[config.mk]
export PLATFORM = sky130hd
export DESIGN_NAME = bus_seq
export DESIGN_NICKNAME = d
export VERILOG_FILES = /design/src/rtl/bus_seq_pkg.sv /design/src/rtl/bus_seq_phase.sv /design/src/rtl/bus_seq_ctx.sv /design/src/rtl/bus_seq_strobe.sv /design/src/rtl/bus_seq_capture.sv /design/src/rtl/bus_seq.sv
export SDC_FILE = /design/constraint.sdc
export NUM_CORES = 1
export LEC_CHECK = 0
export BUFFER_PORTS_ARGS = -buffer_cell sky130_fd_sc_hd__buf_2
export CAP_MARGIN = 20
export CORE_ASPECT_RATIO = 1.2
export CORE_MARGIN = 2
export CORE_UTILIZATION = 29
export CTS_BUF_LIST = sky130_fd_sc_hd__clkbuf_16
export DETAILED_ROUTE_END_ITERATION = 6
export SLEW_MARGIN = 20
export SYNTH_ARGS = -nofsm -noshare
export SYNTH_HDL_FRONTEND = slang
export SYNTH_SLANG_ARGS = --single-unit
[constraint.sdc]
create_clock -name clk -period 5 [get_ports clk]
set_input_delay 1 -clock clk [delete_from_list [all_inputs] [get_ports clk]]
set_output_delay 1 -clock clk [all_outputs]
set_load 0.01 [all_outputs]
[src/rtl/bus_seq_pkg.sv]
package bus_seq_pkg;
  // machine cycle geometry
  localparam int MC_LEN    = 12;
  localparam int HALF_LEN  = MC_LEN / 2;
  localparam int PH_W      = $clog2(MC_LEN);
  // strobe timing, in oscillator clocks
  localparam int ALE_HI    = 2;  // latch strobe high time
  localparam int ADDR_HOLD = 1;  // address kept after latch strobe falls
  localparam int PS_LEN    = 3;  // program-store strobe low time
  localparam int STB_LAG   = 3;  // latch fall to read/write fall
  localparam int STB_LEN   = 6;  // read/write low time

  typedef logic [PH_W-1:0] phase_t;
  typedef enum logic [1:0] {CYC_FETCH = 2'd0, CYC_RD = 2'd1, CYC_WR = 2'd2} cyc_e;

  localparam phase_t P_ALE_OFF  = phase_t'(ALE_HI);
  localparam phase_t P_ADDR_OFF = phase_t'(ALE_HI + ADDR_HOLD);
  localparam phase_t P_PS_OFF   = phase_t'(ALE_HI + ADDR_HOLD + PS_LEN);
  localparam phase_t P_PS_LAST  = phase_t'(ALE_HI + ADDR_HOLD + PS_LEN - 1);
  localparam phase_t P_STB_ON   = phase_t'(ALE_HI + STB_LAG);
  localparam phase_t P_STB_OFF  = phase_t'(ALE_HI + STB_LAG + STB_LEN);
  localparam phase_t P_STB_LAST = phase_t'(ALE_HI + STB_LAG + STB_LEN - 1);
  localparam phase_t P_HALF     = phase_t'(HALF_LEN);
  localparam phase_t P_MID      = phase_t'(HALF_LEN - 1);
  localparam phase_t P_LAST     = phase_t'(MC_LEN - 1);
endpackage

[src/rtl/bus_seq_phase.sv]
module bus_seq_phase
  import bus_seq_pkg::*;
(
  input  logic   clk,
  input  logic   rst_i,
  output phase_t ph,
  output phase_t hp,
  output logic   upper,
  output logic   last,
  output logic   mid
);
  phase_t ph_q, ph_d;

  always_comb begin
    ph_d = ph_q + phase_t'(1);
    if (ph_q == P_LAST) ph_d = '0;
  end

  always_ff @(posedge clk or negedge rst_i) begin
    if (!rst_i) ph_q <= '0;
    else        ph_q <= ph_d;
  end

  assign ph    = ph_q;
  assign upper = (ph_q >= P_HALF);
  assign hp    = upper ? (ph_q - P_HALF) : ph_q;
  assign last  = (ph_q == P_LAST);
  assign mid   = (ph_q == P_MID);
endmodule

[src/rtl/bus_seq_ctx.sv]
module bus_seq_ctx
  import bus_seq_pkg::*;
#(
  parameter int AW = 16,
  parameter int DW = 8
) (
  input  logic          clk,
  input  logic          rst_i,
  input  logic          last,
  input  logic          mid,
  input  logic          ext_fetch,
  input  logic [AW-1:0] fetch_addr,
  input  logic          req_valid,
  input  logic          req_write,
  input  logic          req_wide,
  input  logic [AW-1:0] req_addr,
  input  logic [DW-1:0] req_wdata,
  input  logic [AW-DW-1:0] port_hi,
  output cyc_e          kind,
  output logic          fon,
  output logic [DW-1:0] lo_q,
  output logic [AW-DW-1:0] hi_q,
  output logic [DW-1:0] wd_q
);
  localparam int HW = AW - DW;

  cyc_e          kind_q, kind_d;
  logic          fon_q, fon_d;
  logic [DW-1:0] lo_r, lo_d, wd_r, wd_d;
  logic [HW-1:0] hi_r, hi_d;
  logic          load_fetch;

  always_comb begin
    kind_d = kind_q;
    fon_d  = fon_q;
    lo_d   = lo_r;
    hi_d   = hi_r;
    wd_d   = wd_r;
    load_fetch = (last && !req_valid) || (mid && kind_q == CYC_FETCH);
    if (last && req_valid) begin
      kind_d = req_write ? CYC_WR : CYC_RD;
      fon_d  = 1'b0;
      lo_d   = req_addr[DW-1:0];
      hi_d   = req_wide ? req_addr[AW-1:DW] : port_hi;
      wd_d   = req_wdata;
    end else if (load_fetch) begin
      kind_d = CYC_FETCH;
      fon_d  = ext_fetch;
      lo_d   = fetch_addr[DW-1:0];
      hi_d   = fetch_addr[AW-1:DW];
    end
  end

  always_ff @(posedge clk or negedge rst_i) begin
    if (!rst_i) begin
      kind_q <= CYC_FETCH;
      fon_q  <= 1'b0;
      lo_r   <= '0;
      hi_r   <= '0;
      wd_r   <= '0;
    end else begin
      kind_q <= kind_d;
      fon_q  <= fon_d;
      lo_r   <= lo_d;
      hi_r   <= hi_d;
      wd_r   <= wd_d;
    end
  end

  assign kind = kind_q;
  assign fon  = fon_q;
  assign lo_q = lo_r;
  assign hi_q = hi_r;
  assign wd_q = wd_r;
endmodule

[src/rtl/bus_seq_strobe.sv]
module bus_seq_strobe
  import bus_seq_pkg::*;
#(
  parameter int DW = 8
) (
  input  phase_t        ph,
  input  phase_t        hp,
  input  logic          upper,
  input  cyc_e          kind,
  input  logic          fon,
  input  logic [DW-1:0] lo_q,
  input  logic [DW-1:0] wd_q,
  output logic          ale,
  output logic          psen_n,
  output logic          rd_n,
  output logic          wr_n,
  output logic          lo_oe,
  output logic [DW-1:0] lo_out
);
  logic is_fetch, half_live, addr_ph, stb_win, wr_drv;

  always_comb begin
    is_fetch  = (kind == CYC_FETCH);
    // a data cycle keeps only the first half's address phase
    half_live = !upper || is_fetch;
    ale       = half_live && (hp < P_ALE_OFF);
    addr_ph   = half_live && (hp < P_ADDR_OFF);
    psen_n    = !(is_fetch && fon && (hp >= P_ADDR_OFF) && (hp < P_PS_OFF));
    stb_win   = (ph >= P_STB_ON) && (ph < P_STB_OFF);
    rd_n      = !((kind == CYC_RD) && stb_win);
    wr_n      = !((kind == CYC_WR) && stb_win);
    wr_drv    = (kind == CYC_WR) && (ph >= P_ADDR_OFF);
    lo_oe     = addr_ph || wr_drv;
    lo_out    = addr_ph ? lo_q : wd_q;
  end
endmodule

[src/rtl/bus_seq_capture.sv]
module bus_seq_capture
  import bus_seq_pkg::*;
#(
  parameter int DW = 8
) (
  input  logic          clk,
  input  logic          rst_i,
  input  phase_t        ph,
  input  phase_t        hp,
  input  cyc_e          kind,
  input  logic          fon,
  input  logic [DW-1:0] lo_in,
  output logic [DW-1:0] rdata,
  output logic          cap_valid,
  output logic          cap_code
);
  logic [DW-1:0] dat_q, dat_d;
  logic          v_q, v_d, c_q, c_d;
  logic          take_code, take_data;

  always_comb begin
    take_code = (kind == CYC_FETCH) && fon && (hp == P_PS_LAST);
    take_data = (kind == CYC_RD) && (ph == P_STB_LAST);
    dat_d = dat_q;
    c_d   = c_q;
    v_d   = take_code || take_data;
    if (take_code || take_data) begin
      dat_d = lo_in;
      c_d   = take_code;
    end
  end

  always_ff @(posedge clk or negedge rst_i) begin
    if (!rst_i) begin
      dat_q <= '0;
      v_q   <= 1'b0;
      c_q   <= 1'b0;
    end else begin
      dat_q <= dat_d;
      v_q   <= v_d;
      c_q   <= c_d;
    end
  end

  assign rdata     = dat_q;
  assign cap_valid = v_q;
  assign cap_code  = c_q;
endmodule

[src/rtl/bus_seq.sv]
module bus_seq
  import bus_seq_pkg::*;
#(
  parameter int AW = 16,
  parameter int DW = 8
) (
  input  logic            clk,
  input  logic            rst_n,
  input  logic            ext_fetch,
  input  logic [AW-1:0]   fetch_addr,
  input  logic            req_valid,
  input  logic            req_write,
  input  logic            req_wide,
  input  logic [AW-1:0]   req_addr,
  input  logic [DW-1:0]   req_wdata,
  input  logic [AW-DW-1:0] port_hi,
  input  logic [DW-1:0]   lo_in,
  output logic            ale,
  output logic            psen_n,
  output logic            rd_n,
  output logic            wr_n,
  output logic [DW-1:0]   lo_out,
  output logic            lo_oe,
  output logic [AW-DW-1:0] hi_out,
  output logic [DW-1:0]   rdata,
  output logic            cap_valid,
  output logic            cap_code
);
  localparam int HW = AW - DW;

  // reset: asserted at once, released after two clock edges
  logic [1:0] rs_q;
  logic       rst_i;
  always_ff @(posedge clk or negedge rst_n) begin
    if (!rst_n) rs_q <= 2'b00;
    else        rs_q <= {rs_q[0], 1'b1};
  end
  assign rst_i = rs_q[1];

  phase_t        ph, hp;
  logic          upper, last, mid, fon;
  cyc_e          kind;
  logic [DW-1:0] lo_q, wd_q;
  logic [HW-1:0] hi_q;

  bus_seq_phase u_phase (
    .clk(clk), .rst_i(rst_i), .ph(ph), .hp(hp), .upper(upper), .last(last), .mid(mid)
  );

  bus_seq_ctx #(.AW(AW), .DW(DW)) u_ctx (
    .clk(clk), .rst_i(rst_i), .last(last), .mid(mid),
    .ext_fetch(ext_fetch), .fetch_addr(fetch_addr),
    .req_valid(req_valid), .req_write(req_write), .req_wide(req_wide),
    .req_addr(req_addr), .req_wdata(req_wdata), .port_hi(port_hi),
    .kind(kind), .fon(fon), .lo_q(lo_q), .hi_q(hi_q), .wd_q(wd_q)
  );

  bus_seq_strobe #(.DW(DW)) u_strobe (
    .ph(ph), .hp(hp), .upper(upper), .kind(kind), .fon(fon),
    .lo_q(lo_q), .wd_q(wd_q),
    .ale(ale), .psen_n(psen_n), .rd_n(rd_n), .wr_n(wr_n),
    .lo_oe(lo_oe), .lo_out(lo_out)
  );

  bus_seq_capture #(.DW(DW)) u_cap (
    .clk(clk), .rst_i(rst_i), .ph(ph), .hp(hp), .kind(kind), .fon(fon),
    .lo_in(lo_in), .rdata(rdata), .cap_valid(cap_valid), .cap_code(cap_code)
  );

  assign hi_out = hi_q;
endmodule

=== Word-level counts from Yosys, hierarchy flattened ===
Cells that the tools add are included.

* Flip-flop bits (word level): 43
* Input port bits: 62
* Output and inout port bits: 31
* Logic and storage cells: 64

* Equality and inequality tests: 6
* Reductions and logical operators: 25
* Magnitude comparators: 8
* Add/sub/neg operators: 2
* Muxes and demuxes: 13

{| class="wikitable"
|+ Operator list
! operator !! number
|-
| 2-to-1 mux 8 bit || 6
|-
| logical AND 1 bit || 14
|-
| == test 4 x 3 -> 1 bit, second input constant || 2
|-
| == test 4 bit, second input constant || 2
|-
| greater-or-equal comparator 4 x 2 -> 1 bit, second input constant || 2
|-
| greater-or-equal comparator 4 x 3 -> 1 bit, second input constant || 2
|-
| < comparator 4 x 2 -> 1 bit, second input constant || 2
|-
| 2-to-1 mux 4 bit || 2
|-
| 2-to-1 mux 2 bit || 3
|-
| zero test 1 bit || 5
|-
| adder 4 x 1 -> 4 bit, second input constant || 1
|-
| logical OR 1 bit || 4
|-
| < comparator 4 x 3 -> 1 bit, second input constant || 1
|-
| < comparator 4 bit, second input constant || 1
|-
| subtractor 4 x 3 -> 4 bit, second input constant || 1
|-
| == test 2 x 1 -> 1 bit, second input constant || 1
|-
| == test 2 bit, second input constant || 1
|-
| zero test 2 bit || 1
|-
| 2-to-1 mux 1 bit || 2
|-
| nonzero test 2 bit || 1
|}

=== Logic depth before layout (Yosys ltp) ===
* Depth after elaboration: 6
* Depth in mapped cells: 7
* Depth with buffers taken out: 6

=== Cells and area by module ===
From an unflattened synthesis, not the netlist that was laid out.

* Cells, all modules: 202
* Area total of the unflattened synthesis: 2317.2 µm²

{| class="wikitable"
|+ By module, submodules not included
! module !! area an instance (µm²) !! sequential area each (µm²) !! cells an instance !! instances
|-
| bus_seq_ctx || 1322.5 || 675.6 || 117 || 1
|-
| bus_seq_capture || 421.7 || 250.2 || 24 || 1
|-
| bus_seq_phase || 305.3 || 100.1 || 32 || 1
|-
| bus_seq_strobe || 214.0 || 0.0 || 26 || 1
|-
| bus_seq || 53.8 || 50.0 || 3 || 1
|}

=== Worst setup path before layout ===
No wires, ideal clock.

* Path kind: reg2out
* Start point: reg u_phase.ph_q[1], in the netlist u_phase.ph[1]
* End point: out lo_out[0]
* Data required time: 4000 ps
* Buffers on the path: 0
* Cell stages (with the launch flop): 6
* Setup slack: 2361 ps
* Arrival: 1639 ps
* Cells stage by stage: dfrtp_1 > ha_1 > o21a_1 > o22ai_1 > nand3_1 > mux2_2

* Word-level cells in the longest chain between the ends: 5
* Elaborated cells on any way between the ends: 8
* Those cells by class: 1 x add/sub; 2 x order compare; 2 x mux; 3 x reduce/logical

{| class="wikitable"
|+ Ends and longest elaborated chain
! element !! line !! RTL
|-
| start: declaration || bus_seq_phase.sv:12 || <nowiki>phase_t ph_q, ph_d;</nowiki>
|-
| start signal: assignment || bus_seq_phase.sv:21 || <nowiki>else ph_q <= ph_d;</nowiki>
|-
| subtractor 4 x 3 -> 4 bit or greater-or-equal comparator 4 x 3 -> 1 bit (tied branches) || bus_seq_phase.sv:26, bus_seq_phase.sv:25 ||
|-
| 2-to-1 mux 4 bit or zero test 1 bit (tied branches) || bus_seq_phase.sv:26, bus_seq_strobe.sv:25 ||
|-
| < comparator 4 x 2 -> 1 bit or logical OR 1 bit (tied branches) || bus_seq_strobe.sv:27, bus_seq_strobe.sv:25 ||
|-
| logical AND 1 bit * || bus_seq_strobe.sv:27 || <nowiki>addr_ph = half_live && (hp < P_ADDR_OFF);</nowiki>
|-
| 2-to-1 mux 8 bit * || bus_seq_strobe.sv:34 || <nowiki>lo_out = addr_ph ? lo_q : wd_q;</nowiki>
|-
| end: declaration || bus_seq.sv:22 || <nowiki>output logic [DW-1:0] lo_out,</nowiki>
|}

Mark *: on every way between the ends. The rest lies on a longest branch, timed or not.

=== Final worst setup path ===
* Start point: reg u_phase.ph_q[1], in the netlist u_phase.ph[1]
* End point: out lo_out[7]

The elaborated chain is that of the path after synthesis.

==> impl_metrics.yaml <==
drt:
  first_pass_iters: 4
  vias: 1787
  drcViolationCount: 0
  post_drt_wl_per_cell_um: 13.5
  first_iter_violations: 45
  met1_length_mm: 2.28
  highest_layer: "met4"
  totalWireLength_mm: 5.10
  wl_met3_um: 224
  routed-wl-met2_mm: 2.57
  vias_per_cell: 4.73
  postRouteAntennaNets: 0
min_path:
  hp-class: "reg2reg"
timing:
  worstMarginPinSlew_ns: 0.914
  max_freq_ghz: 0.296
  setup_violations: 0
  finalSetupTns_ns: 0
  relSlewSlack_pct: 39.0
  skew_ns: 0.00467
  fin_crit_sh_pct: 67.6
  worst_hold_slack_ns: 0.354
  min_period_ns: 3.38
  rsz0062_at_grt: "no"
  hold_viol_final: 0
  slew_viol_final: 0
floorplan:
  dieArea_um2: 8450
  num_io_pins: 93
  start_util_pct: 29.6
  die_x_um: 84.3
  core_um2: 7580
  fp.dieH_um: 100
  fp-row-count: 35
clocking:
  hold_buffers: 0
  htree_levels: 2
  clk_pin_slew_ns: 0.06
  postCtsSetupBuffers: 0
  cts_sinks: 43
  max-clock-path-buffers: 2
  cts_resized: 0
  clk-insertion-delay-late_ns: 0.28
  cts_root_buf: "clkbuf_16"
  cts_tree: "done"
  numCtsBuffers: 5
power_and_ir_drop:
  total_power_uw: 832
  pwr_density_cell_nw_per_um2: 286
  peakVddDrop_mv: 0.145
  leakage_nw: 1.48
layout:
  layoutNonFillerInstCount: 378
  drive_above_1_share_pct: 45.1
  fill_cells: 770
  seq_area_um2: 1080
  fin_nets: 352
  synthToLayoutAreaGrowth_pct: 29.9
  multi_input_area_um2: 1090
  antenna_cells: 0
  final_util_pct: 38.4
grt:
  grt_max_degree: 42
  grt_pass1_vias: 1771
  grt_pass1_wl_mm: 8.39
  antenna_found_initial: 0
  grt-ovfl-total: 0
  track_usage_pct: 12.4
synth:
  yosysUniqueCellTypes: 38
  ys.flop_type: "dfrtp_1"
  synth.cell_area_um2: 2240
  seq_area_frac_synth_pct: 48.0
  synth-seq-cells: 43
  syn_nets: 262
  synth_edf_count: 0
  synthArstFlopShare_pct: 100
  synth_warnings: 0
  avgSynthCellArea_um2: 11.5
  synthCells: 195
place:
  io_buffers: 92
  gp_congestion: 0.810
  hpwl_mm: 3.75
  dp_cells: 370
setup_path:
  crit_fanout: 12
  criticalPathCategory: "reg2out"
  worst-endpoint-arrival_ns: 2.38
  endpoint_kind: "output port"
  worstPathRequired_ns: 4.00
  cp-start-kind: "register"
run:
  cap_violations: 0
outcome:
  status: "finished clean"
path summary, 6_finish.rpt:
path / start / endpoint / slack, ns / cells after the start
setup / recovery: u_phase.ph[1] / lo_out[7] / 1.62 / 6
hold / removal: rs_q[0] / rs_q[1] / 0.35 / 0
setup reg to reg: u_phase.ph[1] / u_ctx.hi_q[1] / 2.53 / 6
hold reg to reg: rs_q[0] / rs_q[1] / 0.35 / 0
max in group asynchronous: rs_q[1] / u_ctx.lo_q[5] / 4.02 / 0
min in group asynchronous: rs_q[1] / u_ctx.lo_q[0] / 0.40 / 0
placed cells by master, fill, tap and decap left out, types with 8 or more instances in the layout:
cell,netlist,routed
buf_2,5,92
mux2_2,16,16
a211oi_1,9,9
dfrtp_1,43,42
mux2_4,8,8
nand2_1,11,11
a22o_1,8,8
a21o_1,16,16
mux2i_1,9,9
nor2_1,13,13
final cells by class:
type                       instances  share of cell area, %
clock inverter                     3                  0.558
clock buffer                       5                   4.30
sequential                        43                   37.0
tap                               92                   3.95
inverter                           4                  0.515
multi-input combinational        137                   37.4
timing repair buffer              94                   16.3
layer usage:
metal / vias to the layer above / global-route usage, %
li1: 888 / -
met1: 857 / 15.8
met5: - / 0
met3: 2 / 3.13
met4: 0 / 3.35
met2: 40 / 21.0
sequential cells by signal, summed over array words and instances, names as in the netlist:
name,count
u_ctx.kind,2
u_ctx.hi_q,8
u_cap.cap_code,1
u_phase.ph,4
u_cap.cap_valid,1
rs_q,2
u_cap.rdata,8
u_ctx.fon,1
u_ctx.wd_q,8
u_ctx.lo_q,8
cell families (layout without fill, tap and decap cells):
family          count (synthesis)  count (layout)  share of synthesized area, %
other cells                     1               1                         0.167
mux                            33              33                          17.4
buf+inv                        15             106                          3.46
compound gates                 51              51                          17.2
fa+ha+maj                       5               5                          2.79
simple gates                   47              47                          10.9
flops                          43              43                          48.0
synthesized netlist by cell type, drive strengths merged, types with 2 or more instances:
master,n,area [µm²]
and3,2,12.5
a211oi,9,67.6
clkbuf,3,11.3
nand2b,5,31.3
nand3,6,30.0
o21ai,6,30.0
buf,8,51.3
nand2,11,41.3
nor2,13,48.8
mux2,24,300
mux2i,9,90.1
and2b,3,23.8
inv,4,15.0
o21a,2,15.0
o211ai,2,20.0
dfrtp,43,1080
a21o,16,120
a21oi,3,15.0
ha,5,62.6
a22o,8,70.1
metrics by stage:
| stage | instance area [µm²] | setup WS (ns) |
|---|---|---|
| after floorplan | 2240 | 2.36 |
| after detailed placement | 2770 | 1.90 |
| after global placement | 2770 | 1.94 |
| after global routing | 2910 | 1.44 |
| after CTS | 2910 | 1.59 |
| final | 2910 | 1.62 |
critical path, cell delays in order, from the launching register on:
cell	delay, ns
dfrtp_1	0.49
ha_1	0.30
o21a_1	0.20
o22ai_1	0.12
nand3_1	0.42
mux2_2	0.43
buf_2	0.14
report_power, final:
| part | switching [mW] | internal [mW] |
|---|---|---|
| Sequential | 0.0243 | 0.381 |
| Combinational | 0.0437 | 0.0730 |
| Clock | 0.128 | 0.182 |
Power figures use the tool's default switching activity.
